### config.mk
export PLATFORM = sky130hd
export DESIGN_NAME = sat_arith_unit
export DESIGN_NICKNAME = d
export VERILOG_FILES = /design/src/rtl/sat_pkg.sv /design/src/rtl/sat_addsub.sv /design/src/rtl/sat_arith_unit.sv
export SDC_FILE = /design/constraint.sdc
export NUM_CORES = 1
export LEC_CHECK = 0
export BUFFER_PORTS_ARGS = -buffer_cell sky130_fd_sc_hd__buf_4
export CAP_MARGIN = 10
export CORE_AREA = 5 5 116 118
export CTS_CLUSTER_SIZE = 12
export DETAILED_ROUTE_END_ITERATION = 6
export DIE_AREA = 0 0 121 123
export SETUP_SLACK_MARGIN = 0.5
export SLEW_MARGIN = 20
export SYNTH_ARGS = -nofsm -noshare
export SYNTH_HDL_FRONTEND = slang
export SYNTH_SLANG_ARGS = --single-unit
### constraint.sdc
create_clock -name clk_i -period 0.8 [get_ports clk_i]
set_input_delay 0.04 -clock clk_i [delete_from_list [all_inputs] [get_ports clk_i]]
set_output_delay 0.04 -clock clk_i [all_outputs]
set_load 0.1 [all_outputs]
### src/rtl/sat_pkg.sv
package sat_pkg;

    typedef enum logic [1:0] {
        OP_ADD  = 2'b00,
        OP_SUB  = 2'b01,
        OP_DADD = 2'b10,
        OP_DSUB = 2'b11
    } sat_op_e;

    function automatic logic op_doubles(input sat_op_e op);
        return (op == OP_DADD) || (op == OP_DSUB);
    endfunction

    function automatic logic op_subtracts(input sat_op_e op);
        return (op == OP_SUB) || (op == OP_DSUB);
    endfunction

endpackage

### src/rtl/sat_addsub.sv
module sat_addsub #(
    parameter int WIDTH = 32
) (
    input  logic [WIDTH-1:0] x_i,
    input  logic [WIDTH-1:0] y_i,
    input  logic             sub_i,
    output logic [WIDTH-1:0] z_o,
    output logic             ovf_o
);
    localparam int MSB = WIDTH - 1;
    localparam logic [WIDTH-1:0] MAX_V = {1'b0, {(WIDTH-1){1'b1}}};
    localparam logic [WIDTH-1:0] MIN_V = {1'b1, {(WIDTH-1){1'b0}}};

    logic [WIDTH-1:0] wrap;
    logic             y_sign_eff;

    always_comb begin
        wrap       = sub_i ? (x_i - y_i) : (x_i + y_i);
        y_sign_eff = sub_i ? ~y_i[MSB] : y_i[MSB];
        ovf_o      = (x_i[MSB] == y_sign_eff) && (wrap[MSB] != x_i[MSB]);
        // wrapped MSB set means the true value was positive
        z_o        = ovf_o ? (wrap[MSB] ? MAX_V : MIN_V) : wrap;
    end
endmodule

### src/rtl/sat_arith_unit.sv
module sat_arith_unit
    import sat_pkg::*;
#(
    parameter int WIDTH = 32
) (
    input  logic             clk_i,
    input  logic             rst_ni,
    input  logic [1:0]       op_i,
    input  logic [WIDTH-1:0] a_i,
    input  logic [WIDTH-1:0] b_i,
    input  logic             sat_clr_i,
    output logic [WIDTH-1:0] result_o,
    output logic             sat_flag_o
);
    typedef struct packed {
        logic [WIDTH-1:0] res;
        logic             flag;
    } state_t;

    state_t state_d, state_q;

    sat_op_e          op;
    logic             dbl_sel;
    logic             sub_sel;
    logic [WIDTH-1:0] b_dbl;
    logic             dbl_ovf;
    logic [WIDTH-1:0] operand;
    logic [WIDTH-1:0] fin_res;
    logic             fin_ovf;
    logic             sat_any;

    assign op      = sat_op_e'(op_i);
    assign dbl_sel = op_doubles(op);
    assign sub_sel = op_subtracts(op);

    sat_addsub #(.WIDTH(WIDTH)) u_double (
        .x_i   (b_i),
        .y_i   (b_i),
        .sub_i (1'b0),
        .z_o   (b_dbl),
        .ovf_o (dbl_ovf)
    );

    assign operand = dbl_sel ? b_dbl : b_i;

    sat_addsub #(.WIDTH(WIDTH)) u_final (
        .x_i   (a_i),
        .y_i   (operand),
        .sub_i (sub_sel),
        .z_o   (fin_res),
        .ovf_o (fin_ovf)
    );

    always_comb begin
        sat_any       = (dbl_sel & dbl_ovf) | fin_ovf;
        state_d       = state_q;
        state_d.res   = fin_res;
        state_d.flag  = sat_any | (state_q.flag & ~sat_clr_i);
    end

    always_ff @(posedge clk_i or negedge rst_ni) begin
        if (!rst_ni) begin
            state_q <= '0;
        end else begin
            state_q <= state_d;
        end
    end

    assign result_o   = state_q.res;
    assign sat_flag_o = state_q.flag;
endmodule

==> results.md <==
- CP startpoint kind: input port
- Drt drc: 0
- Average cell area after synthesis: 7.96 µm²
- Synth Warn #: 0
- Largest family of logic cells by synthesized area: compound AO/OA/AOI/OAI gates
- Post-synthesis adder-cell area fraction: about a tenth
- Post-synthesis mux area share: 0.743%
- Final setup violating endpoints: between 60 and 70
- CTS Buf Count: 5
- Rel. slew slack: 63.2%
- Total gr overflow: 0
- Final core utilization: 57.3%
- Most frequent cells after synthesis: a21oi_1 (48), a21o_1 (47), nor2_1 (45), nand2_1 (44), xnor2_1 (35)
- N_diodes: 0
- H-Tree Depth: 2
- Register area: about 840 µm²
- Final Power: about 20000 µW
- Via count: approximately 4800
- Initial DRT Pass Iterations: 5
- CP endpoint kind: flop
- First-pass GRT wire length: ~23 mm
- Starting Density: about a third
- Largest net degree at the start of global routing: 34
- Die Wd: ~120 µm
- Setup CP Type: input port to flop
- Worst Max-Slew Pin Slew: between 0.5 and 0.6 ns
- Drt total wl: between 10 and 15 mm
- Placement-stage cell area: ~6300 µm²
- Synth Net Count: approximately 630
- Synth Area in XOR/XNOR: a little over an eighth
- Min Tclk post-route: 3.99 ns
- Clock Skew: 0 ns
- Yosys top cell by area: dfrtp_1
- Fin cells: about 970
- Share of the synthesized area in the top cell type: 19.6%
- Worst-Skew Late Latency: about 0.27 ns
- Core area: 12400 µm²
- Predominant post-synthesis flop cell: dfrtp_1
- # nets final: ~900
- Final critical-path share of the clock period: 499%
- Leakage: ~0.0035 µW
- Root Buffer: clkbuf_16
- DP Cell Count: approximately 930
- Die area: ~15000 µm²
- EDFF count, synth: 0
- FMAX: roughly 0.25 GHz
- Area occupied by multi-input gates: approximately 3300 µm²
- GR Util All Layers: 19.2%
- Top Ports: ~100
- Netlist cell types: 66
- VDD IR max: approximately 1.6 mV
- Synth-to-layout area growth: 68.3%
- Port Buffer Count: 101
- Clock Path Buffers: 2
- CTS tree: yes
- Post-route cell area: 7080 µm²
- Power density over the cells: 2880 nW/µm²
- WL per Instance: between 10 and 15 µm
- Crit path required time: 0.97 ns
- Initial antenna violation count: 0
- DP HPWL: between 10 and 15 mm
- RSZ-0062 raised after global routing: true
- Final setup margin: -3.19 ns
- Max Slew Vio Count: 0
- Sequential share of the synthesized area: about a fifth
- MaxCap Viol Count: 0
- Pre-CTS setup slack: -3.49 ns
- Most frequent cell after synthesis: a21oi_1
- Crit path max fanout: 8
- Post-synthesis cell count: 529
- Share of layout cells above drive strength 1: between 40 and 50%
- Synth Area in Compound Gates: between 20% and 30%
- Outcome: finished with violations
- FILL cells: approximately 1100
- Synthesized area: 4210 µm²
- Clk sinks: 33
- Via density: around 4.9
- WHS: -0.297 ns
- # rows: 41
- Top cells by area, synth: dfrtp_1 (20%), ha_1 (9.5%), a21o_1 (8.4%)
- Final hold violation count: 33
- Die height: 123 µm
- Worst-path clk slew: around 0.05 ns
- Violated checks: negative hold slack, negative setup slack
- Simple-gate portion of the synthesized area: between 20 and 25%
- Post-synthesis async set-or-reset flop share: 100%
- Arr. time, crit path: about 4.2 ns
- First DRT Iteration DRCs: between 200 and 250
- Min-delay worst type: input port to asynchronous set/reset pin
- Final ANT Viol Nets: 0
- Vias in the first global route: 4833
- GP Congestion: 0.933
- FF+latch count, synth: 33
-- cell type report --
type,count,area share (%)
multi-input combinational,453,46.3
timing repair buffer,285,35.9
tap,172,3.04
clock buffer,8,1.93
sequential,33,11.8
inverter,15,0.971
-- layout by cell type, fill, tap and decap left out, drive strengths merged, types with 3 or more instances in the layout --
cell type  count
nand2b         4
nand4          5
xor2          28
or2           15
o21a           8
nand2         44
a31oi          9
clkbuf         8
a21boi        11
a21o          47
dfrtp         33
a211oi         3
nor3           8
and2           3
nor4           5
nand3         18
buf          285
a211o          3
inv           15
nand3b        11
ha            32
and3           4
a31o           7
xnor2         35
a21oi         50
o21bai         3
o22ai          8
nor2          45
o21ai         18
nor2b          3
-- registers in the layout, summed over array words and instances (netlist names) --
| name | flops |
|---|---|
| result_o | 32 |
| sat_flag_o | 1 |
-- final timing paths --
path,start,endpoint,cells after the start,slack [ns]
max,b_i[31],result_o[30]$_DFF_PN0_,26,-3.19
max reg2reg,sat_flag_o$_DFF_PN0_,sat_flag_o$_DFF_PN0_,2,-0.01
min in group clk_i,sat_clr_i,sat_flag_o$_DFF_PN0_,4,0.08
min reg2reg,sat_flag_o$_DFF_PN0_,sat_flag_o$_DFF_PN0_,2,0.59
max in group asynchronous,rst_ni,sat_flag_o$_DFF_PN0_,1,0.76
min,rst_ni,result_o[8]$_DFF_PN0_,1,-0.30
-- where the power goes --
| group | switching [µW] | total [µW] | internal (µW) |
|---|---|---|---|
| Sequential | 546 | 3030 | 2480 |
| Combinational | 9400 | 15600 | 6160 |
| Clock | 646 | 1800 | 1150 |
| Total | 10600 | 20400 | 9800 |
-- cell families (layout without fill, tap and decap cells) --
logic type / Yosys count / in the layout
flops: 33 / 33
fa+ha+maj: 34 / 34
compound gates: 179 / 179
mux: 3 / 3
buf+inv: 43 / 308
xor+xnor: 63 / 63
simple gates: 174 / 174
-- worst max-delay path: stages --
cell	delay [ns]
buf_12	0.09
inv_12	0.03
ha_4	0.31
buf_6	0.13
nand3b_1	0.09
a21oi_2	0.22
a41oi_2	0.18
nor4_4	0.30
nand2_1	0.11
or2_4	0.30
nor3_4	0.12
nor2_1	0.07
xor2_1	0.15
ha_1	0.32
a21o_1	0.19
a21o_1	0.16
a21oi_1	0.15
o21a_1	0.19
a21oi_2	0.08
nor3_2	0.20
buf_4	0.15
nor4_4	0.04
buf_4	0.14
buf_12	0.12
buf_16	0.13
a21o_1	0.15
-- routing by layer --
metal  up-vias  wire [µm]  GRT usage [%]
met4         0        293           6.52
met3        22        650           2.10
met1      2173       6420           25.6
li1       2430          -              -
met2       126       6740           32.4
met5         -          0              0
-- metrics by stage --
step	setup TNS, ns	hold slack, ns
floorplan	-109.79	-0.256
CTS	-102.59	-0.288
global placement	-110.07	-0.00573
detailed placement	-112.69	0.00575
global route	-116.57	-0.263
finish	-106.16	-0.297
-- what timing repair did --
action / 4_1_cts / 5_1_grt
setup buffers: 25 / 2
gates cloned: 3 / 0
endpoints found under the hold margin: 33 / 33
setup endpoints to repair: 66 / 66
gates resized for setup: 93 / 10
pin swaps: 11 / 4
No activity file was read; power rests on OpenSTA's default activity.
